File: src/rtl/rtc_cal_pkg.sv
package rtc_cal_pkg;
  localparam int unsigned BYTE_W = 8;
  localparam int unsigned ADDR_W = 8;
  localparam int unsigned DAY_W  = 2 * BYTE_W;
  localparam int unsigned N_TOD  = 3;

  localparam logic [ADDR_W-1:0] A_CTRL   = 8'h14;
  localparam logic [ADDR_W-1:0] A_SEC    = 8'h15;
  localparam logic [ADDR_W-1:0] A_MIN    = 8'h16;
  localparam logic [ADDR_W-1:0] A_HR     = 8'h17;
  localparam logic [ADDR_W-1:0] A_DAY_LO = 8'h18;
  localparam logic [ADDR_W-1:0] A_DAY_HI = 8'h19;
  localparam logic [ADDR_W-1:0] A_AMIN   = 8'h1A;
  localparam logic [ADDR_W-1:0] A_AHR    = 8'h1B;
  localparam logic [ADDR_W-1:0] A_ADAY_LO = 8'h1C;
  localparam logic [ADDR_W-1:0] A_ADAY_HI = 8'h1D;

  localparam int unsigned B_BUSY   = 7;
  localparam int unsigned B_DAY_EN = 5;
  localparam int unsigned B_HR_EN  = 4;
  localparam int unsigned B_MIN_EN = 3;
  localparam int unsigned B_FLAG   = 2;
  localparam int unsigned B_IRQ_EN = 1;
  localparam int unsigned B_RUN    = 0;

  typedef struct packed {
    logic [BYTE_W-1:0] sec;
    logic [BYTE_W-1:0] min;
    logic [BYTE_W-1:0] hr;
    logic [DAY_W-1:0]  day;
    logic [BYTE_W-1:0] a_min;
    logic [BYTE_W-1:0] a_hr;
    logic [DAY_W-1:0]  a_day;
    logic              en_day;
    logic              en_hr;
    logic              en_min;
    logic              flag;
    logic              irq_en;
    logic              run;
  } cal_regs_t;

  function automatic cal_regs_t apply_wr(cal_regs_t r, logic [ADDR_W-1:0] a,
                                         logic [BYTE_W-1:0] d);
    cal_regs_t o;
    o = r;
    case (a)
      A_CTRL: begin
        o.en_day = d[B_DAY_EN];
        o.en_hr  = d[B_HR_EN];
        o.en_min = d[B_MIN_EN];
        o.irq_en = d[B_IRQ_EN];
        o.run    = d[B_RUN];
        if (d[B_FLAG]) o.flag = 1'b0;  // write-one-to-clear
      end
      A_SEC:     o.sec = d;
      A_MIN:     o.min = d;
      A_HR:      o.hr  = d;
      A_DAY_LO:  o.day[BYTE_W-1:0] = d;
      A_DAY_HI:  o.day[DAY_W-1:BYTE_W] = d;
      A_AMIN:    o.a_min = d;
      A_AHR:     o.a_hr  = d;
      A_ADAY_LO: o.a_day[BYTE_W-1:0] = d;
      A_ADAY_HI: o.a_day[DAY_W-1:BYTE_W] = d;
      default: ;
    endcase
    return o;
  endfunction
endpackage

File: src/rtl/rtc_bcd_field.sv
module rtc_bcd_field #(
  parameter int unsigned W = 8,
  parameter logic [W-1:0] LIMIT = 8'h59
) (
  input  logic [W-1:0] val_i,
  input  logic         inc_i,
  output logic [W-1:0] nxt_o,
  output logic         wrap_o
);
  localparam int unsigned DW = W / 2;

  logic at_lim;
  assign at_lim = (val_i == LIMIT);
  assign wrap_o = inc_i & at_lim;

  always_comb begin
    nxt_o = val_i;
    if (inc_i) begin
      if (at_lim)
        nxt_o = '0;
      else if (val_i[DW-1:0] >= DW'(9))
        nxt_o = {val_i[W-1:DW] + 1'b1, {DW{1'b0}}};
      else
        nxt_o = val_i + 1'b1;
    end
  end
endmodule

File: src/rtl/rtc_alarm_cmp.sv
module rtc_alarm_cmp #(
  parameter int unsigned BW = 8,
  parameter int unsigned DW = 16
) (
  input  logic          roll_i,
  input  logic [BW-1:0] min_i,
  input  logic [BW-1:0] hr_i,
  input  logic [DW-1:0] day_i,
  input  logic [BW-1:0] a_min_i,
  input  logic [BW-1:0] a_hr_i,
  input  logic [DW-1:0] a_day_i,
  input  logic          en_min_i,
  input  logic          en_hr_i,
  input  logic          en_day_i,
  output logic          hit_o
);
  logic ok_min, ok_hr, ok_day, any_en;

  assign ok_min = ~en_min_i | (min_i == a_min_i);
  assign ok_hr  = ~en_hr_i  | (hr_i  == a_hr_i);
  assign ok_day = ~en_day_i | (day_i == a_day_i);
  assign any_en = en_min_i | en_hr_i | en_day_i;
  assign hit_o  = roll_i & any_en & ok_min & ok_hr & ok_day;
endmodule

File: src/rtl/rtc_wr_hold.sv
module rtc_wr_hold #(
  parameter int unsigned AW = 8,
  parameter int unsigned DW = 8
) (
  input  logic          clk_i,
  input  logic          rst_ni,
  input  logic          busy_i,
  input  logic          wr_en_i,
  input  logic [AW-1:0] addr_i,
  input  logic [DW-1:0] data_i,
  output logic          vld_o,
  output logic [AW-1:0] addr_o,
  output logic [DW-1:0] data_o
);
  always_ff @(posedge clk_i or negedge rst_ni) begin
    if (!rst_ni) begin
      vld_o  <= 1'b0;
      addr_o <= '0;
      data_o <= '0;
    end else if (busy_i) begin
      if (wr_en_i) begin
        vld_o  <= 1'b1;
        addr_o <= addr_i;
        data_o <= data_i;
      end
    end else begin
      vld_o <= 1'b0;
    end
  end
endmodule

File: src/rtl/rtc_cal_core.sv
module rtc_cal_core
  import rtc_cal_pkg::*;
(
  input  logic              clk_i,
  input  logic              rst_ni,
  input  logic              tick_i,
  input  logic              wr_en_i,
  input  logic [ADDR_W-1:0] addr_i,
  input  logic [BYTE_W-1:0] wdata_i,
  output logic [BYTE_W-1:0] rdata_o,
  output logic              irq_o
);
  cal_regs_t cur_q, nxt;
  logic busy;
  logic hold_vld;
  logic [ADDR_W-1:0] hold_addr;
  logic [BYTE_W-1:0] hold_data;
  logic [BYTE_W-1:0] tod_cur [N_TOD];
  logic [BYTE_W-1:0] tod_nxt [N_TOD];
  logic              inc    [N_TOD+1];
  logic [DAY_W-1:0]  day_nxt;
  logic              alarm_hit;

  assign busy = tick_i & cur_q.run;

  assign tod_cur[0] = cur_q.sec;
  assign tod_cur[1] = cur_q.min;
  assign tod_cur[2] = cur_q.hr;
  assign inc[0]     = busy;

  for (genvar i = 0; i < N_TOD; i++) begin : g_tod
    rtc_bcd_field #(
      .W    (BYTE_W),
      .LIMIT((i == N_TOD - 1) ? BYTE_W'(8'h23) : BYTE_W'(8'h59))
    ) u_field (
      .val_i (tod_cur[i]),
      .inc_i (inc[i]),
      .nxt_o (tod_nxt[i]),
      .wrap_o(inc[i+1])
    );
  end

  assign day_nxt = inc[N_TOD] ? DAY_W'(cur_q.day + 1'b1) : cur_q.day;

  rtc_alarm_cmp #(.BW(BYTE_W), .DW(DAY_W)) u_alarm (
    .roll_i  (inc[1]),
    .min_i   (tod_nxt[1]),
    .hr_i    (tod_nxt[2]),
    .day_i   (day_nxt),
    .a_min_i (cur_q.a_min),
    .a_hr_i  (cur_q.a_hr),
    .a_day_i (cur_q.a_day),
    .en_min_i(cur_q.en_min),
    .en_hr_i (cur_q.en_hr),
    .en_day_i(cur_q.en_day),
    .hit_o   (alarm_hit)
  );

  rtc_wr_hold #(.AW(ADDR_W), .DW(BYTE_W)) u_hold (
    .clk_i  (clk_i),
    .rst_ni (rst_ni),
    .busy_i (busy),
    .wr_en_i(wr_en_i),
    .addr_i (addr_i),
    .data_i (wdata_i),
    .vld_o  (hold_vld),
    .addr_o (hold_addr),
    .data_o (hold_data)
  );

  // Tick cycle owns the registers; writes wait one cycle (held, then fresh).
  always_comb begin
    nxt = cur_q;
    if (busy) begin
      nxt.sec = tod_nxt[0];
      nxt.min = tod_nxt[1];
      nxt.hr  = tod_nxt[2];
      nxt.day = day_nxt;
      if (alarm_hit) nxt.flag = 1'b1;
    end else begin
      if (hold_vld) nxt = apply_wr(nxt, hold_addr, hold_data);
      if (wr_en_i)  nxt = apply_wr(nxt, addr_i, wdata_i);
    end
  end

  always_ff @(posedge clk_i or negedge rst_ni) begin
    if (!rst_ni) cur_q <= '0;
    else         cur_q <= nxt;
  end

  always_comb begin
    rdata_o = '0;
    case (addr_i)
      A_CTRL: begin
        rdata_o[B_BUSY]   = busy;
        rdata_o[B_DAY_EN] = cur_q.en_day;
        rdata_o[B_HR_EN]  = cur_q.en_hr;
        rdata_o[B_MIN_EN] = cur_q.en_min;
        rdata_o[B_FLAG]   = cur_q.flag;
        rdata_o[B_IRQ_EN] = cur_q.irq_en;
        rdata_o[B_RUN]    = cur_q.run;
      end
      A_SEC:     rdata_o = cur_q.sec;
      A_MIN:     rdata_o = cur_q.min;
      A_HR:      rdata_o = cur_q.hr;
      A_DAY_LO:  rdata_o = cur_q.day[BYTE_W-1:0];
      A_DAY_HI:  rdata_o = cur_q.day[DAY_W-1:BYTE_W];
      A_AMIN:    rdata_o = cur_q.a_min;
      A_AHR:     rdata_o = cur_q.a_hr;
      A_ADAY_LO: rdata_o = cur_q.a_day[BYTE_W-1:0];
      A_ADAY_HI: rdata_o = cur_q.a_day[DAY_W-1:BYTE_W];
      default:   rdata_o = '0;
    endcase
  end

  assign irq_o = cur_q.flag & cur_q.irq_en;
endmodule

File: config.mk
export PLATFORM = sky130hd
export DESIGN_NAME = rtc_cal_core
export DESIGN_NICKNAME = d
export VERILOG_FILES = /design/src/rtl/rtc_cal_pkg.sv /design/src/rtl/rtc_bcd_field.sv /design/src/rtl/rtc_alarm_cmp.sv /design/src/rtl/rtc_wr_hold.sv /design/src/rtl/rtc_cal_core.sv
export SDC_FILE = /design/constraint.sdc
export NUM_CORES = 1
export LEC_CHECK = 0
export CAP_MARGIN = 10
export CORE_ASPECT_RATIO = 0.5
export CORE_UTILIZATION = 40
export DETAILED_ROUTE_END_ITERATION = 7
export PLACE_DENSITY = 0.59
export SLEW_MARGIN = 20
export SYNTH_ARGS = -nofsm -noshare
export SYNTH_HDL_FRONTEND = slang
export SYNTH_SLANG_ARGS = --single-unit
File: constraint.sdc
create_clock -name clk_i -period 5.3 [get_ports clk_i]
set_input_delay 1.06 -clock clk_i [delete_from_list [all_inputs] [get_ports clk_i]]
set_output_delay 1.06 -clock clk_i [all_outputs]
set_load 0.005 [all_outputs]
# Yosys cells after proc, flatten, opt, wreduce, memory -nomap -nowiden
# Index checks and enable logic that the tools add are counted.
# word_totals
ram_bits,0
ff_bits,95
latchBits,0
romBits,0
out_inout_bits,9
memories,0
# op_classes
n_shift,0
bitwise,17
reduce_logical,1
n_eq_ne,28
add_sub_neg,7
n_lt_le_gt_ge,3
div_mod_pow,0
mux,41
mul,0
# op_table
op,count
2-to-1 mux 8 bit,26
== test 8 x 5 -> 1 bit (second input constant),20
2-to-1 mux 78 bit,2
one-hot mux 6 bit (10 select lines),1
2-to-1 mux 40 bit,1
adder 8 x 1 -> 8 bit (second input constant),3
adder 16 x 1 -> 16 bit (second input constant),1
== test 16 bit,1
== test 8 x 7 -> 1 bit (second input constant),2
== test 8 bit,2
2-to-1 mux 16 bit,1
adder 4 x 1 -> 4 bit (second input constant),3
greater-or-equal comparator 4 bit (second input constant),3
2-to-1 mux 6 bit,2
one-hot mux 1 bit (10 select lines),1
bitwise AND 1 bit,9
one-hot mux 1 bit (9 select lines),1
== test 8 x 6 -> 1 bit (second input constant),1
2-to-1 mux 1 bit,6
OR 1 bit,5
inequality test 2 bit (second input constant),2
inverter 1 bit,3
AND reduction 2 bit,1

# Logic depth before layout (Yosys ltp)
# logic_depth
depth_word,11
depth_mapped,11

# Hierarchy
# A second synthesis with hierarchy kept.
# hier_totals
hier_cells,784
area_unflattened_um2,7314.5
# by_module_without_submodules
module,area_each_um2,cells_per_inst,instances,seq_area_each_um2
rtc_cal_core,5459.0,584,1,1951.9
rtc_wr_hold,681.9,36,1,425.4
rtc_bcd_field (g_tod[0].u_field ...),250.2,37,2,0.0
rtc_alarm_cmp,366.6,45,1,0.0
rtc_bcd_field (g_tod[2].u_field),306.5,45,1,0.0

# Worst setup path before layout
# Ideal clock, no wire load.
# synth_path
kind,input to output
from,in addr_i[7]
to,out rdata_o[7]
n_path_buf,0
slack_ns,1.595
arrival_time_ns,2.645
cell_stages,6
required_time_ns,4.240
path_cell_list,nor4b_1 > nand3b_1 > nor3_1 > a22o_1 > a221oi_1 > nand4_1
# synth_between
elab_chain_cells,2
word_cells_on_any_way,11
# synth_lines
element,line,text
start: declaration,rtc_cal_core.sv:8,"input logic [ADDR_W-1:0] addr_i,"
== test 8 x 5 -> 1 bit,rtc_cal_core.sv:93,case (addr_i)
one-hot mux 1 bit (10 select lines) *,rtc_cal_core.sv:93,
end: declaration,rtc_cal_core.sv:10,"output logic [BYTE_W-1:0] rdata_o,"
# Mark *: on every way between the ends. The rest lies on a longest branch, timed or not.

# Final worst setup path
# layout_path
from,in addr_i[6]
to,out rdata_o[5]
# layout_between
elab_chain_cells,2
word_cells_on_any_way,11
# layout_lines
element,line
== test 8 x 5 -> 1 bit,rtc_cal_core.sv:93
one-hot mux 6 bit (10 select lines) *,rtc_cal_core.sv:93
# Marks and branches as above.

==> flow_summary.toml <==
[clocking]
clock_latency_ns = 0.36
clockBufferDepth = 2
h-tree-depth = 3
ctsHoldBuffers = 0
cts_buffers = 9
clock-root-buffer = "clkbuf_16"
post_cts_buffers = 0
clock-sinks = 95
tritoncts = "built"
cts_resized = 0
clkTransAtPathRegs_ns = 0.08

[critical_path]
crit_arrival_ns = 3.79
critPathKind = "in -> out"
worstPathRequired_ns = 4.24
reg2reg_slack_ns = 1.53
regToRegStartpoint = "cur_q[62]"
critPathMaxFanout = 8
critical_path.endpoint_type = "output port"
r2r_cells = 9
startpoint_type = "primary input"
rr_endpoint = "cur_q[2]"

[global_routing]
gr-usage-all-layers_pct = 31.2
grt_overflow_total = 0
grt_pass1_vias = 6564
grt_max_degree = 52
grt_pass1_wl_mm = 41.4
antenna_found_initial = 0

[timing]
setup_tns_ns = 0
relSlewSlack_pct = 33.4
hold_viol = 0
fin_hold_ws_ns = 0.517
rsz0062_at_grt = "no"
max_freq_mhz = 206
worst_pin_slew_ns = 0.995
clock_skew_ns = 0.0128
setup_viol = 0
finalMaxSlewViolations = 0
post-route-period-util_pct = 91.4
fin_crit_ns = 4.85

[finish]
fin_area_um2 = 7800
final_core_util_pct = 46.3
layout.nets = 862
layout-drive-gt1-share_pct = 8.30
antennaDiodeCount = 0
final_cell_mix = "dfrtp_1 (95), nor2_1 (84), a21oi_1 (76)"
final_common_cell = "dfrtp_1"
area_delta_synth_final_pct = 10.0

[yosys]
synth_cell_types = 69
synth-edff-count = 0
synth.avg_cell_area_um2 = 8.42
synth_area_um2 = 7090
yosysTopAreaCell = "dfrtp_1"
synth-main-ff-cell = "dfrtp_1"
synth_top_area_share_pct = 33.5
ys_async_sr_fraction_pct = 100
ys_seq_area_share_pct = 33.5
ys_seq_elements = 95
synth_warnings = 0
synth_area_leaders = "dfrtp_1 (34%), mux2i_1 (6.2%), a21oi_1 (5.4%)"
netlist_instances = 842
synth_fp_nets = 878

[job]
maxCapViolations = 0

[drt]
dr.pass1.iters = 5
wl_per_cell_um = 26.0
remaining_drc_errors = 0
viasPerCell = 6.58
postRouteWirelength_mm = 27.5
vias = 6958
ant_nets = 0
drtIter0Drc = 893

[power_and_ir_drop]
p_per_area_nw_per_um2 = 372
peakVddDrop_mv = 0.148
power_leakage_nw = 3.16

[die]
fp.dieW_um = 190
rows = 33
initial_core_util_pct = 42.1
core_um2 = 16800
dieArea_um2 = 18300
die_y_um = 96.1
num_io_pins = 29

[placement]
place_area_um2 = 7480
dp.final_hpwl_mm = 19.3
portBuffers = 28
gp_congestion = 0.974

[min_path]
holdPathEnd = "u_hold.addr_o[4]"
hp-start = "u_hold.addr_o[4]"
hold_path.class = "reg -> reg"
min_path_cells = 1

[status]
run_status = "complete, no violations"
==> how the worst max path moves through the flow <==
| stage | slack [ns] | cells after the start | startpoint | to |
|---|---|---|---|---|
| after floorplan | 1.59 | 6 | addr_i[7] | rdata_o[7] |
| after global placement | 0.59 | 8 | addr_i[7] | rdata_o[2] |
| after detailed placement | 0.50 | 8 | addr_i[4] | rdata_o[5] |
| after CTS | 0.48 | 8 | addr_i[4] | rdata_o[5] |
| after global routing | 0.36 | 8 | addr_i[4] | rdata_o[7] |
| final | 0.45 | 8 | addr_i[6] | rdata_o[5] |
==> cells in the mapped netlist (7+ instances only) <==
| master | number |
|---|---|
| nand4_1 | 14 |
| ha_1 | 16 |
| a221oi_1 | 7 |
| a22oi_1 | 24 |
| mux2i_1 | 44 |
| o22ai_1 | 47 |
| buf_1 | 7 |
| nor2_1 | 84 |
| xnor2_1 | 23 |
| a22o_1 | 7 |
| nor3_1 | 11 |
| inv_1 | 20 |
| a211oi_1 | 17 |
| o21ai_0 | 45 |
| nand3_1 | 23 |
| nand2_1 | 65 |
| mux2_2 | 19 |
| o211ai_1 | 16 |
| nand2b_1 | 9 |
| clkbuf_1 | 54 |
| dfrtp_1 | 95 |
| xor2_1 | 18 |
| a21oi_1 | 76 |
| and2_1 | 8 |
==> state kept, by name, indices dropped and copies added (netlist names) <==
signal,flops
u_hold.data_o,8
u_hold.vld_o,1
cur_q,78
u_hold.addr_o,8
==> report_power, final <==
part           internal [mW]  total [mW]  switching [mW]
Clock                  0.384       0.727           0.344
Sequential             0.869        1.30           0.430
Combinational          0.411       0.877           0.466
==> metrics by stage <==
| step | setup WS [ns] | total power [mW] | std cells |
|---|---|---|---|
| CTS | 0.477 | 2.88 | 1058 |
| finish | 0.455 | 2.90 | 1058 |
| global placement | 0.586 | 2.14 | 1042 |
| global route | 0.360 | 3.07 | 1058 |
| floorplan | 1.59 | 1.80 | 842 |
| detailed placement | 0.498 | 2.15 | 1042 |
==> metal layers <==
layer  up-vias  track usage (%)  part of all wire, %  routed length [um]
met5         -                0                    0                   0
met4         0             10.1                  2.7                 751
met3        59             6.89                   11                3040
met2       429             45.6                   41               11200
met1      3363             45.2                   45               12500
li1       3107                -                    -                   -
==> kinds of logic after synthesis <==
family	count (synthesis)	share of synthesized area, %
buffers and inverters	85	4.69
multiplexers	64	9.55
flip-flops	95	33.5
AO/OA/AOI/OAI	267	23.8
AND/OR/NAND/NOR	273	20.2
XOR/XNOR	42	5.40
adder cells (fa/ha/maj)	16	2.82
==> worst max-delay path, stage by stage <==
cell and delay [ns]:
clkdlybuf4s50_1 0.43, nor4b_1 0.50, nand3b_1 0.27, nor2_1 0.54, a22o_1 0.23, a221oi_1 0.07
nand4_1 0.16, clkdlybuf4s50_1 0.52
==> area by class of cell <==
cell class                 count  area (um2)
clock buffer                   9         225
clock inverter                 7        97.6
fill                        1644        9040
inverter                      20        75.1
multi-input combinational    662        4390
sequential                    95        2380
tap                          227         284
timing repair buffer          38         353
(Power assumes the default switching activity.)
